`config.mk`:
```
export PLATFORM = sky130hd
export DESIGN_NAME = refresh_timer
export DESIGN_NICKNAME = d
export VERILOG_FILES = /design/src/rtl/refresh_timer_pkg.sv /design/src/rtl/refresh_rate_decode.sv /design/src/rtl/refresh_interval_ctr.sv /design/src/rtl/refresh_pending_ctr.sv /design/src/rtl/refresh_timer.sv
export SDC_FILE = /design/constraint.sdc
export NUM_CORES = 1
export LEC_CHECK = 0
export ABC_AREA = 1
export CAP_MARGIN = 20
export CORE_ASPECT_RATIO = 1.4
export CORE_MARGIN = 2
export CORE_UTILIZATION = 48
export DETAILED_ROUTE_END_ITERATION = 6
export PLACE_DENSITY = 0.75
export SYNTH_ARGS = -nofsm -noshare
export SYNTH_HDL_FRONTEND = slang
export SYNTH_SLANG_ARGS = --single-unit
```
`constraint.sdc`:
```
create_clock -name clk -period 2.46 [get_ports clk]
set_input_delay 0.738 -clock clk [delete_from_list [all_inputs] [get_ports clk]]
set_output_delay 0.738 -clock clk [all_outputs]
set_load 0.005 [all_outputs]
```
`src/rtl/refresh_timer_pkg.sv`:
```
package refresh_timer_pkg;

  // Refresh intervals in nanoseconds
  localparam int unsigned FAST_NS = 7800;
  localparam int unsigned SLOW_NS = 15600;
  localparam int unsigned LONG_NS = 125000;

  typedef enum logic [1:0] {
    RATE_OFF  = 2'b00,
    RATE_FAST = 2'b01,
    RATE_SLOW = 2'b10,
    RATE_LONG = 2'b11
  } rate_e;

  // Interval in whole clock cycles: interval x frequency, rounded down
  function automatic int unsigned interval_cycles(input logic [1:0] code,
                                                  input int unsigned mhz);
    case (rate_e'(code))
      RATE_FAST: return (FAST_NS * mhz) / 1000;
      RATE_SLOW: return (SLOW_NS * mhz) / 1000;
      RATE_LONG: return (LONG_NS * mhz) / 1000;
      default:   return 0;
    endcase
  endfunction

endpackage

```
`src/rtl/refresh_rate_decode.sv`:
```
module refresh_rate_decode import refresh_timer_pkg::*; #(
  parameter int unsigned CLK_MHZ = 133,
  parameter int unsigned CNT_W   = 15
) (
  input  logic [1:0]       rate_sel,
  output logic [CNT_W-1:0] ival_limit,
  output logic             ival_en
);

  localparam int unsigned NUM_CODES = 4;

  logic [CNT_W-1:0] limit_tbl [NUM_CODES];

  // One table entry per rate code, worked out when the design elaborates
  for (genvar c = 0; c < NUM_CODES; c++) begin : g_code
    localparam int unsigned CYC = interval_cycles(2'(c), CLK_MHZ);
    assign limit_tbl[c] = CNT_W'(CYC);
  end

  assign ival_limit = limit_tbl[rate_sel];
  assign ival_en    = (rate_e'(rate_sel) != RATE_OFF);

endmodule

```
`src/rtl/refresh_interval_ctr.sv`:
```
module refresh_interval_ctr #(
  parameter int unsigned CNT_W = 15
) (
  input  logic             clk,
  input  logic             rst_n,
  input  logic [1:0]       rate_sel,
  input  logic [CNT_W-1:0] ival_limit,
  input  logic             ival_en,
  output logic             tick_evt,
  output logic             rate_chg,
  output logic [CNT_W-1:0] ival_cnt
);

  logic [1:0]       rate_q;
  logic [CNT_W-1:0] last_cnt;
  logic             at_last;

  assign rate_chg = (rate_sel != rate_q);
  assign last_cnt = ival_limit - CNT_W'(1);
  assign at_last  = (ival_cnt == last_cnt);
  assign tick_evt = ival_en && !rate_chg && at_last;

  always_ff @(posedge clk or negedge rst_n) begin
    if (!rst_n) begin
      rate_q   <= 2'b00;
      ival_cnt <= '0;
    end else begin
      rate_q <= rate_sel;
      if (rate_chg || !ival_en || at_last) begin
        ival_cnt <= '0;
      end else begin
        ival_cnt <= ival_cnt + CNT_W'(1);
      end
    end
  end

endmodule

```
`src/rtl/refresh_pending_ctr.sv`:
```
module refresh_pending_ctr #(
  parameter int unsigned PEND_MAX = 8,
  parameter int unsigned PEND_W   = 4
) (
  input  logic              clk,
  input  logic              rst_n,
  input  logic              tick_evt,
  input  logic              refresh_ack,
  output logic [PEND_W-1:0] pend_cnt
);

  localparam int unsigned SUM_W = PEND_W + 1;

  // Add one per expiry, take one per accepted acknowledge, clamp at the ceiling
  function automatic logic [PEND_W-1:0] next_pend(input logic [PEND_W-1:0] cur,
                                                  input logic              inc,
                                                  input logic              dec);
    logic [SUM_W-1:0] sum;
    logic             take;
    take = dec && (cur != '0);
    sum  = {1'b0, cur} + SUM_W'(inc) - SUM_W'(take);
    if (sum > SUM_W'(PEND_MAX)) begin
      sum = SUM_W'(PEND_MAX);
    end
    return sum[PEND_W-1:0];
  endfunction

  always_ff @(posedge clk or negedge rst_n) begin
    if (!rst_n) begin
      pend_cnt <= '0;
    end else begin
      pend_cnt <= next_pend(pend_cnt, tick_evt, refresh_ack);
    end
  end

endmodule

```
`src/rtl/refresh_timer.sv`:
```
module refresh_timer import refresh_timer_pkg::*; #(
  parameter  int unsigned CLK_MHZ  = 133,
  parameter  int unsigned PEND_MAX = 8,
  localparam int unsigned PEND_W   = $clog2(PEND_MAX + 1),
  localparam int unsigned CNT_W    = $clog2(interval_cycles(2'b11, CLK_MHZ) + 1)
) (
  input  logic              clk,
  input  logic              rst_n,
  input  logic [1:0]        rate_sel,
  input  logic              refresh_ack,
  output logic              refresh_req,
  output logic [PEND_W-1:0] pend_cnt
);

  logic [CNT_W-1:0] ival_limit;
  logic             ival_en;
  logic             tick_evt;
  logic             rate_chg;
  logic [CNT_W-1:0] ival_cnt;

  refresh_rate_decode #(
    .CLK_MHZ (CLK_MHZ),
    .CNT_W   (CNT_W)
  ) u_decode (
    .rate_sel   (rate_sel),
    .ival_limit (ival_limit),
    .ival_en    (ival_en)
  );

  refresh_interval_ctr #(
    .CNT_W (CNT_W)
  ) u_interval (
    .clk        (clk),
    .rst_n      (rst_n),
    .rate_sel   (rate_sel),
    .ival_limit (ival_limit),
    .ival_en    (ival_en),
    .tick_evt   (tick_evt),
    .rate_chg   (rate_chg),
    .ival_cnt   (ival_cnt)
  );

  refresh_pending_ctr #(
    .PEND_MAX (PEND_MAX),
    .PEND_W   (PEND_W)
  ) u_pending (
    .clk         (clk),
    .rst_n       (rst_n),
    .tick_evt    (tick_evt),
    .refresh_ack (refresh_ack),
    .pend_cnt    (pend_cnt)
  );

  assign refresh_req = (pend_cnt != '0);

endmodule

```
==> results of run 1 <==
[how the worst max path moves through the flow]
| stage | startpoint | endpoint | slack [ns] | depth (start not counted) |
|---|---|---|---|---|
| floorplan | rate_sel[0] | u_pending.pend_cnt[3] | -0.29 | 17 |
| global placement | rate_sel[0] | u_pending.pend_cnt[0] | -1.09 | 22 |
| detailed placement | rate_sel[1] | u_pending.pend_cnt[0] | -1.14 | 22 |
| CTS | rate_sel[0] | u_pending.pend_cnt[3] | -0.43 | 19 |
| global route | rate_sel[1] | u_pending.pend_cnt[2] | -0.45 | 21 |
| finish | rate_sel[1] | u_pending.pend_cnt[3] | -0.27 | 18 |
[worst max-delay path, cell delays in order]
cell and delay [ns]:
buf_12 0.10, inv_12 0.03, ha_4 0.26, inv_2 0.03
nand2_1 0.05, nand2_1 0.04, nor2_1 0.07, nand2_1 0.05
nor2_1 0.11, nand2_1 0.07, and2b_2 0.23, ha_4 0.13
inv_2 0.03, fa_2 0.33, nand3b_1 0.20, nand3_1 0.10
nand2_1 0.06, or2_4 0.24
[layer usage]
metal | GRT usage (%) | part of all wire, %
met1 | 22.1 | 43
met2 | 35.5 | 53
met3 | 2.59 | 1.8
met4 | 9.91 | 2.3
met5 | 0 | 0
[kinds of logic (layout without fill, tap and decap cells)]
| logic type | after synthesis | count (layout) | share of synthesized area (%) |
|---|---|---|---|
| buffers and inverters | 35 | 58 | 9.50 |
| XOR/XNOR | 11 | 11 | 6.59 |
| AND/OR/NAND/NOR | 120 | 120 | 33.9 |
| flip-flops | 21 | 21 | 36.0 |
| AO/OA/AOI/OAI | 8 | 8 | 3.25 |
| adder cells (fa/ha/maj) | 12 | 12 | 10.8 |
[flip-flops by register name (all words and copies together), names as in the netlist]
name and count:
u_interval.ival_cnt 15, u_interval.rate_q 2, u_pending.pend_cnt 4
[cell usage in the layout, fill, tap and decap left out, types with 2 or more instances in the layout]
cell	synthesis	final
ha_1	11	9
nand3_1	10	10
a21oi_1	2	2
clkbuf_8	0	3
ha_4	0	2
nand2_1	60	59
buf_12	0	2
inv_12	0	2
dfrtp_1	21	21
xor2_1	8	8
nor3_1	2	2
nand2_2	1	2
inv_2	0	3
o21ai_0	5	5
xnor2_1	3	3
clkdlybuf4s50_1	0	7
inv_1	34	29
buf_4	0	11
nor2_2	2	4
nor2_1	39	37
[power groups by stage]
stage	Sequential, mW	Clock [mW]	Combinational [mW]
2_1_floorplan	0.404	0	0.324
3_3_place_gp	0.402	0	0.490
3_5_place_dp	0.403	0	0.502
4_1_cts	0.396	0.243	0.519
5_1_grt	0.400	0.254	0.606
6_report	0.396	0.232	0.529
[final cells by class]
type | count | area share, %
clock buffer | 3 | 2.30
clock inverter | 1 | 0.278
inverter | 34 | 8.49
multi-input combinational | 151 | 46.4
sequential | 21 | 29.2
tap | 37 | 2.57
timing repair buffer | 20 | 10.7
[per-stage QoR]
step	instance area [um^2]	power [mW]	hold WS (ns)	setup slack (ns)	std cells
floorplan	1520	0.728	0.442	-0.287	207
global placement	1720	0.892	0.569	-1.09	261
detailed placement	1720	0.905	0.592	-1.14	261
CTS	1800	1.16	0.606	-0.427	267
global route	1800	1.26	0.597	-0.449	267
finish	1800	1.16	0.605	-0.271	267
[timing repair]
| action | CTS | global route |
|---|---|---|
| pin swaps | 13 | 11 |
| endpoints found under the hold margin | 0 | 0 |
| resized for setup | 14 | 6 |
| setup buffers | 2 | 2 |
| endpoints found under the setup margin | 4 | 4 |
==> flow_summary.ini, run 1 <==
[sta]
rsz0062_at_grt = yes
slew_headroom_pct = 79.7
post-route-period-util_pct = 111
setup_ws_ns = -0.271
min_period_ns = 2.73
drv_slew = 0
worstMarginPinSlew_ns = 0.304
tns_ns = -1.02
hold_viol = 0
setup_viol = 4
fmax_ghz = 0.366
skew_ns = 0.00815

[floorplanning]
die_h_um = 69.3
ios = 10
die_area_um2 = 3510
rows = 23
core_area_um2 = 2880
initial_core_util_pct = 50.8
die_x_um = 50.6

[setup_path]
ff2ff_setup_slack_ns = -0.02
reg2regPathDepth = 13
worstPathArrival_ns = 2.88
end_kind = flip-flop
worstReg2RegStart = u_pending.pend_cnt[3]
required_ns = 2.61
r2r_end = u_pending.pend_cnt[3]
crit_path_start_kind = input port
crit_type = in2reg
worst-path-max-fanout = 6

[clock_tree]
cts_buffers = 3
clk_pin_slew_ns = 0.08
clk_latency_ns = 0.27
cts_sinks = 21
clk_path_buf_depth = 2
clock-root-buffer = clkbuf_8
htree_levels = 1
cts_tree = yes
cts_hold_buf = 0

[power_and_ir_drop]
vdd_drop_max_uv = 419
pwr-share-comb_pct = 45.7
power_leakage_nw = 0.847
switching_share_pct = 35.8
p_switching_uw = 414
p_int_uw = 743
p_seq_share_pct = 34.2
p_per_area_nw_per_um2 = 644
clkPwrFrac_pct = 20.1

[finish]
drive_gt1_share_pct = 15.2
seq_area_um2 = 526
fin_nets = 248
multi_input_area_um2 = 835
syn2layout_area_growth_pct = 23.0
finish.utilization_pct = 62.5
nFillCells = 252
diodes = 0

[routing]
drt-total-wl_um = 2940
viasPerCell = 4.73
via_count = 1264
wire_per_inst_um = 11.0
drc = 0
drtAntennaViolNets = 0
first_pass_iters = 4
initialDrtViolationCount = 14

[yosys]
synthMostInstantiatedCell = nand2_1
yosysSeqAreaShare_pct = 36.0
synth_top_area_share_pct = 36.0
synth_flop_cell = dfrtp_1
synthesis.nets = 224
synth_cells = 207
ys_types = 22
ys_ff_latch = 21
ys_top_cells_by_area = dfrtp_1 36%, nand2_1 15%, nor2_1 10%
netlist_area_um2 = 1460
avgSynthCellArea_um2 = 7.06
yosys.area.top_type = dfrtp_1
yosys_warnings = 0
synth_common_cells = 60 x nand2_1, 39 x nor2_1, 34 x inv_1
async_reset_ff_share_pct = 100
synth-edff-count = 0

[worst_hold_path]
min-delay-start = u_interval.ival_cnt[0]
hold_class = reg2reg
whs_path_depth = 2
holdPathEnd = u_interval.ival_cnt[0]

[grt]
grt_antenna_before_repair = 0
grt_pass1_vias = 1285
grt_use_total_pct = 19.8
overflow = 0
grt_max_degree = 22
grt_pass1_wl_um = 5290

[status]
status = complete, but fails checks
violations = setup timing

[place]
port_buffers = 9
dp_hpwl_um = 2260
gp_congestion = 0.878

[job]
maxCapViolCount = 0
(Power assumes the default switching activity.)
==> run 2, diff against run 1 <==
- CAP_MARGIN: 20 -> 5
- CORE_UTILIZATION: 48 -> 52
- PLACE_DENSITY: 0.75 -> 0.8
==> run 2 against run 1 <==
The flow still finishes with violations (setup timing); final cell count is 1.1% lower; core utilization is 4.2 points higher; clock power is 28% lower; critical path depth stayed put; global-route usage is 0.60 points higher; routed wire length is 3.6% lower; register-to-register slack hardly changed; combinational power is 0.8% lower; highest routed layer unchanged; die area is 7.2% lower; total power is 5.9% lower; via count is 1.0% lower; sequential share of layout area is 0.60 points higher.
==> flow_summary.ini, run 2 (synthesis results as in run 1) <==
[power_and_ir_drop]
p_per_area_nw_per_um2 = 618
power_leakage_nw = 0.827
vdd_drop_max_uv = 405
p_switching_uw = 394
p_int_uw = 694
switching_share_pct = 36.2
pwr-share-comb_pct = 48.2
clkPwrFrac_pct = 15.3
p_seq_share_pct = 36.5

[finish]
reg_top3 = u_interval.ival_cnt: 15 flops, u_pending.pend_cnt: 4 flops, u_interval.rate_q: 2 flops
final_common_cell = nand2_1
finish.utilization_pct = 66.7
syn2layout_area_growth_pct = 20.5
largest_register_ffs = 15
seq_area_um2 = 526
final_area_um2 = 1760
drive_gt1_share_pct = 14.0
fin_nets = 246
diodes = 0
mostFrequentLayoutCells = 58 x nand2_1, 38 x nor2_1, 29 x inv_1
largest_register = u_interval.ival_cnt
multi_input_area_um2 = 835
nFillCells = 243

[sta]
slew_headroom_pct = 78.9
rsz0062_at_grt = yes
setup_ws_ns = -0.223
tns_ns = -0.772
hold_viol = 0
skew_ns = 0.00632
post-route-period-util_pct = 109
worstMarginPinSlew_ns = 0.315
fmax_ghz = 0.373
drv_slew = 0
min_period_ns = 2.68
setup_viol = 4

[routing]
viasPerCell = 4.74
drtAntennaViolNets = 0
via_count = 1251
drc = 0
first_pass_iters = 4
drt-total-wl_um = 2840
wire_per_inst_um = 10.8
initialDrtViolationCount = 53

[floorplanning]
die_area_um2 = 3260
initial_core_util_pct = 55.3
die_h_um = 66.7
rows = 22
ios = 10
die_x_um = 48.8
core_area_um2 = 2640

[grt]
grt_antenna_before_repair = 0
grt_max_degree = 22
grt_pass1_vias = 1198
grt_use_total_pct = 20.4
grt_pass1_wl_um = 5040
overflow = 0

[worst_hold_path]
hold_class = reg2reg
whs_path_depth = 1
min-delay-start = u_interval.ival_cnt[0]
holdPathEnd = u_interval.ival_cnt[0]

[place]
dp_hpwl_um = 2220
port_buffers = 9
pre_cts_ws_ns = -1.13
placed_area_um2 = 1690
gp_congestion = 0.887

[clock_tree]
clk_pin_slew_ns = 0.11
clk_latency_ns = 0.31
cts_sinks = 21
htree_levels = 1
clock-root-buffer = clkbuf_4
clk_path_buf_depth = 2
cts_tree = yes
cts_buffers = 3

[setup_path]
worstReg2RegStart = u_pending.pend_cnt[3]
r2r_end = u_pending.pend_cnt[3]
ff2ff_setup_slack_ns = -0.02
crit_path_start_kind = input port
required_ns = 2.66
crit_type = in2reg
worst-path-max-fanout = 4
reg2regPathDepth = 13
end_kind = flip-flop
worstPathArrival_ns = 2.89

[job]
maxCapViolCount = 0

[status]
status = complete, but fails checks
violations = setup timing
==> run 2: cell type report <==
cell class / count / area share (%)
Clock buffer: 4 / 1.49
Sequential cell: 21 / 29.8
Timing Repair Buffer: 18 / 10.1
Tap cell: 36 / 2.56
Inverter: 34 / 8.66
Multi-Input combinational cell: 151 / 47.4
==> run 2: stage by stage <==
step	total power [mW]	hold WS, ns	instances
after floorplan	0.728	0.442	207
after global placement	0.888	0.530	258
after detailed placement	0.902	0.530	258
after CTS	1.09	0.545	266
after global routing	1.19	0.597	264
final	1.09	0.539	264
==> run 2: how the worst max path moves through the flow <==
stage,start,depth (start not counted),to
floorplan,rate_sel[0],17,u_pending.pend_cnt[3]
global placement,rate_sel[0],22,u_pending.pend_cnt[0]
detailed placement,rate_sel[0],22,u_pending.pend_cnt[0]
CTS,rate_sel[0],19,u_pending.pend_cnt[3]
global route,rate_sel[0],18,u_pending.pend_cnt[3]
finish,rate_sel[0],18,u_pending.pend_cnt[3]
==> run 2: metal layers <==
layer  share of wire (%)  track usage, %  vias up
met1                  43            22.6      553
li1                    -               -      667
met3                 2.1            1.57        9
met2                  52            39.6       22
met4                 2.2            8.57        0
met5                   0               0        -
==> run 2: worst max-delay path, cell delays in order <==
cell,delay (ns)
buf_12,0.10
inv_12,0.03
ha_4,0.26
inv_2,0.03
nand2_1,0.05
nand2_1,0.04
nor2_1,0.09
nand2_1,0.06
nor2_1,0.09
nand2_1,0.07
and2b_2,0.23
ha_4,0.13
inv_2,0.04
fa_2,0.34
nand3b_1,0.19
nand3_1,0.11
nand2_2,0.06
or2_4,0.22
==> run 2: what timing repair did <==
item,in CTS,in global routing
resized for setup,15,6
setup endpoints to repair,4,4
pin swaps,14,9
setup buffers,4,0
hold buffers,0,0
==> run 2: power groups by stage <==
stage,logic [mW],registers (mW),clock network (mW)
3_5_place_dp,0.498,0.404,0
4_1_cts,0.516,0.397,0.173
6_report,0.525,0.397,0.166
2_1_floorplan,0.324,0.404,0
3_3_place_gp,0.485,0.403,0
5_1_grt,0.595,0.402,0.190
==> run 3, diff against run 2 <==
- CELL_PAD_IN_SITES_DETAIL_PLACEMENT: not set -> 1
- CELL_PAD_IN_SITES_GLOBAL_PLACEMENT: not set -> 1
- CORE_UTILIZATION: 52 -> 38
==> run 3 against run 2 <==
The flow still finishes with violations (setup timing); sequential cell count is the same; critical path depth is the same; final cell count grew 8.0%; non-clock buffer count grew 15; hold slack gained 0.057 ns; routed wire length grew 58%; first-iteration DRC count shrank 40%; total power grew 15%; clock power grew 45%; register-to-register slack is essentially flat; die area grew 34%; clock skew shrank 0.0047 ns; largest power group unchanged; highest routed layer unchanged.
==> flow_summary.ini, run 3 (synthesis results as in run 1) <==
[status]
status = complete, but fails checks
violations = setup timing

[routing]
initialDrtViolationCount = 32
drtAntennaViolNets = 0
wire_per_inst_um = 15.7
via_count = 1422
first_pass_iters = 4
drc = 0
viasPerCell = 4.99
drt-total-wl_um = 4470

[worst_hold_path]
hold_class = reg2reg
whs_path_depth = 2
holdPathEnd = u_interval.ival_cnt[8]
min-delay-start = u_interval.ival_cnt[8]

[power_and_ir_drop]
p_per_area_nw_per_um2 = 628
pwr-share-comb_pct = 48.8
switching_share_pct = 37.2
clkPwrFrac_pct = 19.2
vdd_drop_max_uv = 539
p_seq_share_pct = 32.0
p_int_uw = 783
p_switching_uw = 464
power_leakage_nw = 0.928

[clock_tree]
clk_path_buf_depth = 2
cts_tree = yes
clk_pin_slew_ns = 0.08
clk_latency_ns = 0.27
htree_levels = 1
cts_hold_buf = 0
cts_buffers = 3
clock-root-buffer = clkbuf_8
cts_sinks = 21

[setup_path]
reg2regPathDepth = 15
crit_type = in2reg
crit_path_start_kind = input port
worst-path-max-fanout = 4
end_kind = flip-flop
r2r_end = u_pending.pend_cnt[3]
required_ns = 2.62
worstPathArrival_ns = 2.96
worstReg2RegStart = u_interval.ival_cnt[3]
ff2ff_setup_slack_ns = -0.03

[sta]
rsz0062_at_grt = yes
slew_headroom_pct = 81.0
tns_ns = -1.27
setup_ws_ns = -0.337
fmax_ghz = 0.357
post-route-period-util_pct = 114
min_period_ns = 2.80
drv_slew = 0
worstMarginPinSlew_ns = 0.285
skew_ns = 0.00164
setup_viol = 4
hold_viol = 0
whs_ns = 0.597

[place]
placedCellCount = 276
dp_hpwl_um = 3000
gp_congestion = 0.816
port_buffers = 9

[finish]
stdcell_count = 285
syn2layout_area_growth_pct = 35.8
largest_register = u_interval.ival_cnt
drive_gt1_share_pct = 23.9
fin_nets = 261
final_common_cell = nand2_1
mostFrequentLayoutCells = 55 x nand2_1, 32 x nor2_1, 29 x inv_1
largest_register_ffs = 15
reg_top3 = u_interval.ival_cnt: 15 flops, u_pending.pend_cnt: 4 flops, u_interval.rate_q: 2 flops
diodes = 0

[floorplanning]
ios = 10
rows = 26
initial_core_util_pct = 39.8
die_x_um = 56.4
core_area_um2 = 3680
die_h_um = 77.4
die_area_um2 = 4360

[grt]
grt_max_degree = 22
grt_use_total_pct = 20.3
grt_pass1_vias = 1507
grt_antenna_before_repair = 0
overflow = 0
grt_pass1_wl_um = 6780

[job]
maxCapViolCount = 0
[run 3: cell count changes in the layout (fill, tap and decap cells not counted), sizes merged]
| cell | previous run | this run |
|---|---|---|
| buf | 11 | 25 |
| clkinv | 0 | 1 |
[run 3: stage by stage]
step	worst slack [ns]	area, um^2	utilization [%]	power [mW]
2_1_floorplan	-0.287	1520	-	0.728
5_1_grt	-0.471	1980	54.0	1.33
3_5_place_dp	-1.19	1800	49.0	0.952
3_3_place_gp	-1.09	1800	49.0	0.940
4_1_cts	-0.462	1950	53.0	1.22
6_report	-0.337	1980	54.0	1.25
[run 3: power by group through the flow]
stage               Clock (mW)  Sequential (mW)  Combinational, mW
floorplan                    0            0.404              0.324
global placement             0            0.404              0.536
detailed placement           0            0.406              0.546
CTS                      0.239            0.399              0.579
global route             0.254            0.403              0.676
finish                   0.240            0.399              0.608
[run 3: critical path, cell delays in order]
cell and delay, ns:
buf_12 0.10, inv_12 0.03, ha_4 0.27, inv_2 0.04
nand2_1 0.05, nand2_1 0.05, nor2_1 0.12, nand2_2 0.07
nor2_2 0.09, nand2_1 0.07, and2b_2 0.23, ha_4 0.13
inv_2 0.03, fa_2 0.34, nand3b_1 0.18, nand3_1 0.13
nand2_2 0.06, or2_4 0.22
[run 3: timing repair]
| item | in CTS | in global routing |
|---|---|---|
| resized for setup | 15 | 19 |
| buffers inserted | 10 | 1 |
| cloned | 0 | 1 |
| endpoints found under the setup margin | 4 | 19 |
| pin swaps | 13 | 12 |
[run 3: worst max path at each step]
stage / to / depth (start not counted) / start / slack [ns]
2_1_floorplan: u_pending.pend_cnt[3] / 17 / rate_sel[0] / -0.29
3_3_place_gp: u_pending.pend_cnt[3] / 19 / rate_sel[0] / -1.09
3_5_place_dp: u_pending.pend_cnt[2] / 22 / rate_sel[1] / -1.19
4_1_cts: u_pending.pend_cnt[3] / 19 / rate_sel[1] / -0.46
5_1_grt: u_pending.pend_cnt[1] / 21 / rate_sel[0] / -0.47
6_report: u_pending.pend_cnt[3] / 18 / rate_sel[1] / -0.34
[run 3: area by class of cell]
cell class | count | area (um^2)
Fill cell | 484 | 1690
Multi-Input combinational cell | 151 | 880
Sequential cell | 21 | 526
Timing Repair Buffer | 33 | 328
Inverter | 34 | 153
Tap cell | 42 | 52.6
Clock buffer | 3 | 41.3
Clock inverter | 1 | 5.00
[run 3: layer usage]
layer	vias to the layer above	wire, um	GRT usage (%)
met4	0	122	7.14
met1	695	1650	20.6
met2	21	2620	41.5
met5	-	0	0
met3	12	76	1.50
li1	694	-	-
